### config.mk
export PLATFORM = sky130hd
export DESIGN_NAME = pinchg_watch
export DESIGN_NICKNAME = d
export VERILOG_FILES = /design/src/rtl/pinchg_pkg.sv /design/src/rtl/pinchg_sync.sv /design/src/rtl/pinchg_state.sv /design/src/rtl/pinchg_flag.sv /design/src/rtl/pinchg_watch.sv
export SDC_FILE = /design/constraint.sdc
export NUM_CORES = 1
export LEC_CHECK = 0
export ABC_AREA = 1
export BUFFER_PORTS_ARGS = -buffer_cell sky130_fd_sc_hd__buf_2
export CORE_MARGIN = 3
export CORE_UTILIZATION = 30
export CTS_CLUSTER_SIZE = 16
export DETAILED_ROUTE_END_ITERATION = 16
export GPL_TIMING_DRIVEN = 0
export SYNTH_ARGS = -nofsm -noshare
export SYNTH_HDL_FRONTEND = slang
export SYNTH_SLANG_ARGS = --single-unit
### constraint.sdc
create_clock -name clk -period 3 [get_ports clk]
set_clock_uncertainty 0.15 [all_clocks]
set_input_delay 0 -clock clk [delete_from_list [all_inputs] [get_ports clk]]
set_output_delay 0 -clock clk [all_outputs]
set_load 0.01 [all_outputs]
### src/rtl/pinchg_pkg.sv
package pinchg_pkg;
    localparam int unsigned PINS_DEFAULT = 6;
    localparam int unsigned SYNC_DEFAULT = 2;

    function automatic logic any_diff(input logic [31:0] en,
                                      input logic [31:0] a,
                                      input logic [31:0] b);
        return |(en & (a ^ b));
    endfunction
endpackage

### src/rtl/pinchg_sync.sv
module pinchg_sync #(
    parameter int unsigned NPINS       = 6,
    parameter int unsigned SYNC_STAGES = 2
) (
    input  logic             clk,
    input  logic [NPINS-1:0] raw_i,
    output logic [NPINS-1:0] lvl_o
);
    localparam int unsigned LAST = SYNC_STAGES - 1;

    for (genvar g = 0; g < NPINS; g++) begin : g_pin
        logic [SYNC_STAGES-1:0] sh_d, sh_q;

        always_comb begin
            sh_d = {sh_q[SYNC_STAGES-2:0], raw_i[g]};
        end

        always_ff @(posedge clk) begin
            sh_q <= sh_d;
        end

        assign lvl_o[g] = sh_q[LAST];
    end
endmodule

### src/rtl/pinchg_state.sv
module pinchg_state #(
    parameter int unsigned NPINS = 6
) (
    input  logic             clk,
    input  logic             por_n,
    input  logic             en_wr,
    input  logic [NPINS-1:0] en_wdata,
    input  logic             port_acc,
    input  logic [NPINS-1:0] lvl_i,
    output logic [NPINS-1:0] en_o,
    output logic [NPINS-1:0] snap_o
);
    typedef struct packed {
        logic [NPINS-1:0] en;
        logic [NPINS-1:0] snap;
    } st_t;

    st_t st_d, st_q;

    always_comb begin
        st_d = st_q;
        if (en_wr)    st_d.en   = en_wdata;
        if (port_acc) st_d.snap = lvl_i;
        if (!por_n) begin
            st_d.en   = '0;
            st_d.snap = lvl_i;
        end
    end

    always_ff @(posedge clk) begin
        st_q <= st_d;
    end

    assign en_o   = st_q.en;
    assign snap_o = st_q.snap;


    por_clears_en_chk: assert property (@(posedge clk) !por_n |=> (en_o == '0));


    acc_loads_snap_chk: assert property (@(posedge clk) disable iff (!por_n)
        port_acc |=> (snap_o == $past(lvl_i)));


    snap_held_chk: assert property (@(posedge clk) disable iff (!por_n)
        !port_acc |=> $stable(snap_o));
endmodule

### src/rtl/pinchg_flag.sv
module pinchg_flag (
    input  logic clk,
    input  logic por_n,
    input  logic rst_n,
    input  logic set_i,
    input  logic wr_i,
    input  logic wdata_i,
    output logic flag_o
);
    logic flag_d, flag_q;

    always_comb begin
        flag_d = set_i | (wr_i ? wdata_i : flag_q);
        if (!por_n || !rst_n) flag_d = 1'b0;
    end

    always_ff @(posedge clk) begin
        flag_q <= flag_d;
    end

    assign flag_o = flag_q;


    set_wins_chk: assert property (@(posedge clk) disable iff (!por_n || !rst_n)
        set_i |=> flag_o);


    clear_works_chk: assert property (@(posedge clk) disable iff (!por_n || !rst_n)
        (wr_i && !wdata_i && !set_i) |=> !flag_o);
endmodule

### src/rtl/pinchg_watch.sv
module pinchg_watch #(
    parameter int unsigned NPINS       = pinchg_pkg::PINS_DEFAULT,
    parameter int unsigned SYNC_STAGES = pinchg_pkg::SYNC_DEFAULT
) (
    input  logic             clk,
    input  logic             por_n,
    input  logic             rst_n,
    input  logic [NPINS-1:0] pin_i,
    input  logic             en_wr,
    input  logic [NPINS-1:0] en_wdata,
    input  logic             port_acc,
    input  logic             flag_wr,
    input  logic             flag_wdata,
    output logic [NPINS-1:0] port_rd,
    output logic             chg_flag,
    output logic             wake_req
);
    logic [NPINS-1:0] lvl, en_q, snap_q;
    logic             mism, set_req;

    pinchg_sync #(.NPINS(NPINS), .SYNC_STAGES(SYNC_STAGES)) sync_i (
        .clk   (clk),
        .raw_i (pin_i),
        .lvl_o (lvl)
    );

    pinchg_state #(.NPINS(NPINS)) state_i (
        .clk      (clk),
        .por_n    (por_n),
        .en_wr    (en_wr),
        .en_wdata (en_wdata),
        .port_acc (port_acc),
        .lvl_i    (lvl),
        .en_o     (en_q),
        .snap_o   (snap_q)
    );

    always_comb begin
        mism    = pinchg_pkg::any_diff(32'(en_q), 32'(lvl), 32'(snap_q));
        set_req = mism & ~port_acc;
    end

    pinchg_flag flag_i (
        .clk     (clk),
        .por_n   (por_n),
        .rst_n   (rst_n),
        .set_i   (set_req),
        .wr_i    (flag_wr),
        .wdata_i (flag_wdata),
        .flag_o  (chg_flag)
    );

    assign port_rd  = lvl;
    assign wake_req = chg_flag | mism;


    acc_no_new_flag_chk: assert property (@(posedge clk) disable iff (!por_n || !rst_n)
        (port_acc && !chg_flag && !(flag_wr && flag_wdata)) |=> !chg_flag);
endmodule

Yosys cells after proc, flatten, opt, wreduce, memory -nomap -nowiden
Index checks and enable logic that the tools add are counted.

Bitwise operators: 6. Equality and inequality tests: 1. Mux-type cells: 3. Reductions and logical operators: 4.

Operators by type and width (number): OR reduction 32 bit (1); two-way mux 6 bit (2); bitwise AND 6 bit (1); XOR 6 bit (1); zero test 1 bit (2); != test 2 x 1 -> 1 bit (second input constant) (1); bitwise OR 1 bit (2); bitwise AND 1 bit (1); logical OR 1 bit (1); two-way mux 1 bit (1); NOT 1 bit (1).

Output and inout bits: 8. Flip-flop bits (word level): 25.

Longest topological paths before layout
Gate-level depths: netlist (run 1).

Depth in word-level cells: 5. Gate-level depth with buffers: 8. Mapped depth without buffers: 8.

Hierarchy
Synthesis (run 1) repeated with hierarchy kept, for this count alone.

Cell total of the unflattened synthesis: 107. Area total of the unflattened synthesis: 940.9 µm².

By module, submodules not included: pinchg_state (cells each 45, area each 441.7 µm², times used 1, seq. area each 300.3 µm²); pinchg_sync (cells each 18, area each 285.3 µm², times used 1, seq. area each 240.2 µm²); pinchg_watch (cells each 35, area each 163.9 µm², times used 1, seq. area each 0.0 µm²); pinchg_flag (cells each 9, area each 50.0 µm², times used 1, seq. area each 20.0 µm²).

Worst setup path after synthesis (run 1)
OpenSTA, ideal clock, no wires.

Path type: register -> output. Start point: register state_i.st_q (netlist bit state_i.snap_o[3]). End point: output port wake_req. Path buffers: 0. Slack: 1.929 ns. Data required time: 2.850 ns. Cell stages (with the launch flop): 6. Arrival: 0.921 ns. Cell sequence: edfxtp_1 -> nor2_1 -> nor2_1 -> nor2_1 -> nand3_1 -> or2_1.

Word-level cells in the longest chain between the ends: 4.

Ends and longest elaborated chain: from (decl) (line pinchg_state.sv:18) `st_t st_d, st_q;`; from (signal assigned) (line pinchg_state.sv:31) `st_q <= st_d;`; XOR 6 bit (line pinchg_pkg.sv:8) `return |(en & (a ^ b));`; bitwise AND 6 bit (line pinchg_pkg.sv:8); OR reduction 32 bit (line pinchg_pkg.sv:8); bitwise OR 1 bit (line pinchg_watch.sv:54) `assign wake_req = chg_flag | mism;`; to (decl) (line pinchg_watch.sv:16) `output logic wake_req`.

No other way between the ends.

==> flow_metrics.tcl, run 1 <==
set metrics [dict create \
    grt_use_met2_pct 18.30 \
    yosys_warnings 0 \
    crit_required_ns 3.05 \
    num_rows 18 \
    first_global_vias 711 \
    firstDrtPassIters 4 \
    cellPowerDensity_nw_per_um2 464.7 \
    p_sw_share_pct 22.03 \
    synth_compound_area_share_pct 4.167 \
    cts_buffer_depth 2 \
    tightestPinTransition_ns 0.3056 \
    cp-start-kind "input pin" \
    grt_pass1_wl_um 2773 \
    drive_above_1_share_pct 24.14 \
    comb_power_share_pct 14.4 \
    layout.nets 165 \
    clkSinkCount 25 \
    clk_pin_slew_ns 0.12 \
    tritoncts "built" \
    ff2ff_setup_slack_ns 1.27 \
    hold_depth 3 \
    clk-insertion-delay-late_ns 0.30 \
    post_drt_wl_per_cell_um 9.274 \
    maxCapViolations 0 \
    htree_num_levels 1 \
    power.leakage_nw 0.6392 \
    grt_use_met3_pct 2.851 \
    critPathMaxStageDelay_ns 0.55 \
    syn_area_um2 840.8 \
    drv_slew 0 \
    cp_common_cell "dlygate4sd3_1" \
    hp-class "input pin to register" \
    r2r_end "flag_i.flag_o$_SDFF_PP0_" \
    avgSynthCellArea_um2 9.555 \
    gp_congestion 0.7419 \
    die_x_um 58.94 \
    crit_type "input pin to register" \
    synthAdderAreaFrac_pct 0 \
    path_buf_inv 4 \
    antenna_left 0 \
    p_seq_share_pct 62.3 \
    antenna_found_initial 0 \
    rsz0062_at_grt "no" \
    final_cell_mix "dlygate4sd3_1, buf_2, nor2_1" \
    layout_min_cycle_time_ns 1.830 \
    setup_tns_ns 0 \
    start_util_pct 32.75 \
    yosysUniqueCellTypes 11 \
    switching_power_w 0.0001336 \
    reg2reg_from "state_i.snap_o[0]$_DFFE_PP_" \
    coreArea_um2 2567 \
    vias 738 \
    diodes 0 \
    crit_cells 6 \
    critPathArrivalTime_ns 1.88 \
    busiest_layer "met2" \
    path_cells "dlygate4sd3_1, buf_2, nor2_1, dlygate4sd3_1, nor2_1, dlygate4sd3_1" \
    cpLargestDelayFamily "buffers and inverters" \
    use_met1_pct 11.92 \
    wl_um 1623 \
    drc_errors 0 \
    p_int_w 0.0004728 \
    endpoint_kind "register" \
    avgViaCountPerCell 4.217 \
    grt.total_usage_pct 10.68 \
    postCtsHoldBufs 27 \
    cts_made_buffers 3 \
    reg2regPathDepth 7 \
    root_buffer "clkbuf_4" \
    synthXorXnorAreaFrac_pct 0 \
    synth_top_family_by_area "simple AND/OR/NAND/NOR gates" \
    outcome "finished, final reports clean" \
    hp-start "port_acc" \
    post_cts_buffers 0 \
    seq_area_frac_synth_pct 66.67 \
    slowest_stage "dlygate4sd3_1" \
    grt_overflow 0 \
    final_common_cell "dlygate4sd3_1" \
    fillers 263 \
    setup-violations-final 0 \
    hold_viol 0 \
    holdWs_ns 0.08946 \
    p_clk_share_pct 23.3 \
    dp_hpwl_um 1052 \
    cts_resized 0 \
    synth.area.mux_share_pct 1.190 \
    grt_max_degree 14 \
    syn_nets 107 \
    ir_drop_mv 0.3488 \
    dieArea_um2 3474 \
    io_buffer_count 26 \
    die-height_um 58.94 \
    synthSimpleGateAreaFrac_pct 19.49 \
    min_to "state_i.snap_o[1]$_DFFE_PP_" \
    power_w 0.0006064 \
    post-route-period-util_pct 61.00 \
    pin_count 27 \
    area_delta_synth_final_pct 55.21 \
    netlist_instances 88 \
    cp_max_fo 1 \
    max_slew_margin_pct 79.58 \
    synth-seq-cells 25 \
    first_iter_violations 16 \
    clock.fmax_mhz 546.4 \
]
worst reg2reg max path: stages (launching register included):
cell,delay (ns)
edfxtp_1,0.41
nor2_1,0.11
nor2_1,0.05
nor2_1,0.12
nand3_1,0.12
nand2_1,0.08
a21oi_1,0.05
dlygate4sd3_1,0.54
through the flow:
step                utilization [%]  instances  setup WS (ns)  area, um2
CTS                           50.83        175          1.204       1305
global placement              39.28        144          1.756       1008
global route                  50.83        175          1.131       1305
finish                        50.83        175          1.170       1305
floorplan                         -         88          1.929      840.8
detailed placement            39.28        144          1.750       1008
flip-flops by register name, indices dropped and copies added, names as in the netlist:
register	cells
state_i.en_o	6
sync_i.g_pin.sh_q	12
state_i.snap_o	6
flag_i.flag_o	1
logic make-up (layout without fill, tap and decap cells):
group           Yosys count  in the layout
flops                    25             25
simple gates             42             42
compound gates            7              7
mux                       1              1
buf+inv                  13             70
worst max-delay path by stage:
stage / start / end / slack, ns
2_1_floorplan: state_i.snap_o[3]$_DFFE_PP_ / wake_req / 1.93
3_3_place_gp: state_i.snap_o[0]$_DFFE_PP_ / wake_req / 1.76
3_5_place_dp: state_i.snap_o[2]$_DFFE_PP_ / wake_req / 1.75
4_1_cts: en_wdata[5] / state_i.en_o[5]$_SDFFE_PN0P_ / 1.20
5_1_grt: en_wdata[1] / state_i.en_o[1]$_SDFFE_PN0P_ / 1.13
6_report: en_wdata[1] / state_i.en_o[1]$_SDFFE_PN0P_ / 1.17
synthesized netlist by cell type:
cell | n | area, um2
buf_4 | 6 | 45.04
inv_1 | 7 | 26.28
dfxtp_1 | 19 | 380.4
nor2_1 | 22 | 82.58
or2_1 | 1 | 6.260
a21oi_1 | 1 | 5.000
mux2i_1 | 1 | 10.01
edfxtp_1 | 6 | 180.2
nand3_1 | 3 | 15.01
o21ai_0 | 6 | 30.03
nand2_1 | 16 | 60.06
layout make-up:
cell class              instances  area, um2  area share, %
flip-flops and latches         25      560.5          42.95
repair buffers                 53      400.4          30.68
multi-input cells              50      209.0          16.01
plain buffers                   6      45.04          3.452
well taps                      30      37.54          2.876
clock buffers                   4      26.28          2.013
inverters                       7      26.28          2.013
routing by layer:
layer | vias up | routed length [um]
met5 | - | 0
met1 | 332 | 689
met3 | 2 | 102
met2 | 20 | 812
met4 | 0 | 19
li1 | 384 | -
power by group through the flow:
| stage | combinational [W] | sequential, W | clock, W |
|---|---|---|---|
| after floorplan | 0.0000337 | 0.000383 | 0 |
| after global placement | 0.0000579 | 0.000384 | 0 |
| after detailed placement | 0.0000589 | 0.000386 | 0 |
| after CTS | 0.0000873 | 0.000378 | 0.000150 |
| after global routing | 0.0000983 | 0.000381 | 0.000166 |
| final | 0.0000871 | 0.000378 | 0.000142 |
No activity file was read; power rests on OpenSTA's default activity.
==> run 2: changes to the inputs <==
Clock period 3 ns to 1.7 ns, I/O delays scaled along.
==> flow_metrics.tcl, run 2 (synthesis results as in run 1) <==
set metrics [dict create \
    numPlacedInstances 144 \
    hold_depth 2 \
    first_iter_violations 8 \
    drive_above_1_share_pct 26.90 \
    start_util_pct 32.75 \
    cp_max_fo 2 \
    tritoncts "built" \
    layout.nets 165 \
    clkSinkCount 25 \
    worst_slack_ns 0.09191 \
    setup-violations-final 0 \
    cellPowerDensity_nw_per_um2 822.3 \
    power.leakage_nw 0.6293 \
    maxCapViolations 0 \
    clk_pin_slew_ns 0.12 \
    grt_pass1_wl_um 2773 \
    antenna_found_initial 0 \
    grt.total_usage_pct 10.73 \
    dieArea_um2 3474 \
    gp_congestion 0.7419 \
    cts_made_buffers 3 \
    reg2regPathDepth 3 \
    holdWs_ns 0.1733 \
    num_rows 18 \
    io_buffer_count 26 \
    crit_type "register to output pin" \
    grt_max_degree 14 \
    clk-insertion-delay-late_ns 0.30 \
    cp-start-kind "register" \
    vias 730 \
    htree_num_levels 1 \
    max_slew_margin_pct 80.62 \
    fin_util_pct 50.97 \
    diodes 0 \
    dp_hpwl_um 1052 \
    multi_input_area_um2 214.0 \
    top_register "sync_i.g_pin.sh_q" \
    path_cells "nor2_1, nor2_1, nor2_1, nand3_2, or2_1, buf_2" \
    die_x_um 58.94 \
    firstDrtPassIters 3 \
    root_buffer "clkbuf_4" \
    drv_slew 0 \
    layout_min_cycle_time_ns 1.608 \
    path_buf_inv 1 \
    largest_register_ffs 12 \
    hold_viol 0 \
    final_cell_mix "dlygate4sd3_1, buf_2, nor2_1" \
    first_global_vias 707 \
    slowest_stage "edfxtp_1" \
    ir_drop_mv 0.6970 \
    critPathMaxStageDelay_ns 0.41 \
    hp-class "input pin to register" \
    grt_overflow 0 \
    post_drt_wl_per_cell_um 9.360 \
    area_delta_synth_final_pct 55.66 \
    cts_buffer_depth 2 \
    setup_tns_ns 0 \
    critPathArrivalTime_ns 1.46 \
    register_area_um2 561.8 \
    rsz0062_at_grt "yes" \
    fin_cells 175 \
    outcome "finished, final reports clean" \
    pin_count 27 \
    fillers 260 \
    coreArea_um2 2567 \
    antenna_left 0 \
    tightestPinTransition_ns 0.2900 \
    wl_um 1638 \
    dp_slack_ns 0.4496 \
    die-height_um 58.94 \
    cpLargestDelayFamily "simple AND/OR/NAND/NOR gates" \
    clock.fmax_mhz 621.9 \
    avgViaCountPerCell 4.171 \
    cp_common_cell "nor2_1" \
    crit_cells 6 \
    drc_errors 0 \
    post-route-period-util_pct 94.59 \
    endpoint_kind "output pin" \
    crit_required_ns 1.55 \
]
[run 2: cell types whose count changed in the layout (fill, tap and decap cells not counted), sizes merged]
cell	previous run	this run
buf	32	33
dlygate4sd3	27	26
[run 2: worst paths after layout]
| check | start | end | slack (ns) |
|---|---|---|---|
| max | state_i.snap_o[0]$_DFFE_PP_ | wake_req | 0.09 |
| min | pin_i[5] | sync_i.g_pin[5].sh_q[0]$_DFF_P_ | 0.17 |
| max reg2reg | flag_i.flag_o$_SDFF_PP0_ | flag_i.flag_o$_SDFF_PP0_ | 0.38 |
| min reg2reg | sync_i.g_pin[5].sh_q[0]$_DFF_P_ | sync_i.g_pin[5].sh_q[1]$_DFF_P_ | 0.19 |
[run 2: stage by stage]
step | power (W) | instance area [um2]
after CTS | 0.001082 | 1295
after floorplan | 0.0007357 | 840.8
final | 0.001076 | 1309
after global routing | 0.001143 | 1309
after global placement | 0.0007805 | 1008
after detailed placement | 0.0007844 | 1008
[run 2: metal layers]
layer  global-route usage [%]  vias to the layer above  share of wire (%)
li1                         -                      386                  -
met1                    12.07                      325                 43
met2                    18.30                       17                 50
met3                    2.851                        2                5.5
met4                    5.825                        0                1.2
met5                        0                        -                  0
[run 2: where the power goes]
part           internal [W]  switching [W]
registers          0.000648      0.0000189
clock network     0.0000914       0.000159
logic             0.0000985      0.0000606
total              0.000838       0.000239
[run 2: layout make-up]
| cell class | instances | share of cell area (%) |
|---|---|---|
| inverters | 7 | 2.008 |
| repair buffers | 53 | 30.40 |
| plain buffers | 6 | 3.442 |
| well taps | 30 | 2.868 |
| flip-flops and latches | 25 | 42.93 |
| multi-input cells | 50 | 16.35 |
| clock buffers | 4 | 2.008 |
[run 2: what timing repair did]
item                       CTS  global route
buffers inserted             0             1
hold buffers                26             0
gates resized for setup      0             3
setup endpoints to repair    0             1
hold endpoints to repair    13             0
==> run 3: changes to the inputs <==
Settings changed: ABC_AREA 1 to 0, CORE_MARGIN 3 to 10.
==> flow_metrics.tcl, run 3 <==
set metrics [dict create \
    outcome "finished, final reports clean" \
    largest_register_ffs 12 \
    final_cell_mix "buf_2, dlygate4sd3_1, dfxtp_1" \
    area_delta_synth_final_pct 52.04 \
    cts_buffer_depth 2 \
    synth_top_area_cell "dfxtp_1" \
    crit_type "register to output pin" \
    worst_slack_ns 0.1227 \
    clkSinkCount 25 \
    netlist_instances 59 \
    pin_count 27 \
    min_to "sync_i.g_pin[5].sh_q[0]$_DFF_P_" \
    async_flop_share_pct 0 \
    yosysMostFrequentCell "dfxtp_1" \
    top_register "sync_i.g_pin.sh_q" \
    wl_um 1660 \
    firstDrtPassIters 3 \
    final_common_cell "buf_2" \
    drive_above_1_share_pct 33.04 \
    setup-violations-final 0 \
    first_global_vias 687 \
    grt_use_met2_pct 11.85 \
    cts_resized 0 \
    fillers 261 \
    dp_slack_ns 0.4017 \
    clk-insertion-delay-late_ns 0.30 \
    grt_overflow 0 \
    diodes 0 \
    power.leakage_nw 0.5545 \
    drv_slew 0 \
    layout.nets 132 \
    grt_pass1_wl_um 2960 \
    syn_nets 78 \
    endpoint_kind "output pin" \
    reg2regPathDepth 3 \
    post_drt_wl_per_cell_um 11.61 \
    hp-start "pin_i[5]" \
    syn_area_um2 829.5 \
    grt.total_usage_pct 6.992 \
    yosysUniqueCellTypes 13 \
    cellPowerDensity_nw_per_um2 842.8 \
    avgViaCountPerCell 4.182 \
    r2r_end "state_i.en_o[1]$_SDFFE_PN0P_" \
    num_rows 19 \
    die-height_um 72.59 \
    root_buffer "clkbuf_4" \
    ys_top_cells_by_area "dfxtp_1, edfxtp_1, mux2i_1" \
    maxCapViolations 0 \
    synth_top_area_share_pct 45.85 \
    first_iter_violations 10 \
    ir_drop_mv 0.6227 \
    synth_edf_count 6 \
    die_x_um 72.59 \
    cts_made_buffers 3 \
    clock.fmax_mhz 634.0 \
    holdWs_ns 0.1758 \
    ff2ff_setup_slack_ns 0.37 \
    htree_num_levels 1 \
    start_util_pct 30.61 \
    seq_area_frac_synth_pct 67.57 \
    yosys_warnings 0 \
    cp_max_fo 2 \
    postCtsHoldBufs 24 \
    grt_max_degree 15 \
    synth_ff_type "dfxtp_1" \
    tritoncts "built" \
    power_w 0.001063 \
    rsz0062_at_grt "no" \
    tightestPinTransition_ns 0.2882 \
    antenna_left 0 \
    io_buffer_count 25 \
    hold_depth 2 \
    gp_congestion 0.6418 \
    hp-class "input pin to register" \
    cp-start-kind "register" \
    layout_min_cycle_time_ns 1.577 \
    antenna_found_initial 0 \
    crit_required_ns 1.55 \
    vias 598 \
    post-route-period-util_pct 92.78 \
    clk_pin_slew_ns 0.12 \
    avgSynthCellArea_um2 14.06 \
    synth-seq-cells 25 \
    use_met1_pct 7.313 \
    max_slew_margin_pct 80.78 \
    setup_tns_ns 0 \
    critPathArrivalTime_ns 1.43 \
    drc_errors 0 \
    synth_common_cells "dfxtp_1, mux2i_1" \
    dieArea_um2 5269 \
    coreArea_um2 2710 \
    reg2reg_from "state_i.en_o[1]$_SDFFE_PN0P_" \
    busiest_layer "met2" \
    post_cts_buffers 0 \
    grt_use_met3_pct 3.401 \
    hold_viol 0 \
]
## run 3: layer usage
layer / vias up / wire, um
met5: - / 0
met2: 16 / 802
li1: 300 / -
met3: 2 / 133
met1: 280 / 714
met4: 0 / 9
## run 3: worst max-delay path by stage
| stage | startpoint | to | slack [ns] | cells after the start |
|---|---|---|---|---|
| after floorplan | state_i.snap_o[0]$_DFFE_PP_ | flag_i.flag_o$_SDFF_PP0_ | 0.48 | 4 |
| after global placement | state_i.snap_o[5]$_DFFE_PP_ | flag_i.flag_o$_SDFF_PP0_ | 0.42 | 4 |
| after detailed placement | state_i.snap_o[1]$_DFFE_PP_ | flag_i.flag_o$_SDFF_PP0_ | 0.40 | 4 |
| after CTS | state_i.snap_o[1]$_DFFE_PP_ | wake_req | 0.10 | 4 |
| after global routing | state_i.snap_o[1]$_DFFE_PP_ | wake_req | 0.008 | 4 |
| final | state_i.snap_o[1]$_DFFE_PP_ | wake_req | 0.12 | 4 |
## run 3: layout make-up
type                            count  area (um2)  share of cell area, %
Buffer                              7       50.05                  3.968
Clock inverter                      1       5.005                 0.3968
Tap cell                           31       38.79                  3.075
Sequential cell                    25       560.5                  44.44
Clock buffer                        3       22.52                  1.786
Multi-Input combinational cell     27       219.0                  17.36
Timing Repair Buffer               49       365.4                  28.97
## run 3: worst max-delay path, stage by stage (launching register included)
cell and delay [ns]:
edfxtp_1 0.40, xor2_1 0.17, a22oi_1 0.25, nand4b_1 0.14
buf_2 0.17
## run 3: cells by family (layout without fill, tap and decap cells)
group | count (synthesis) | after routing | synth area share, %
DFF | 25 | 25 | 67.57
and+or+nand+nor | 9 | 9 | 6.788
muxes | 7 | 7 | 8.447
buffers and inverters | 7 | 60 | 6.032
xor gates and xnor gates | 6 | 6 | 6.335
AOI/OAI and AO/OA | 5 | 5 | 4.827
## run 3: through the flow
stage / util [%] / instance area (um2) / cells
floorplan: - / 829.5 / 59
global placement: 36.66 / 993.5 / 115
detailed placement: 36.66 / 993.5 / 115
CTS: 46.54 / 1261 / 143
global route: 46.54 / 1261 / 143
finish: 46.54 / 1261 / 143
## run 3: power by group
part | total, W | internal [W] | switching, W
combinational | 0.000155 | 0.000101 | 0.0000540
sequential | 0.000664 | 0.000646 | 0.0000185
clock | 0.000244 | 0.0000876 | 0.000156
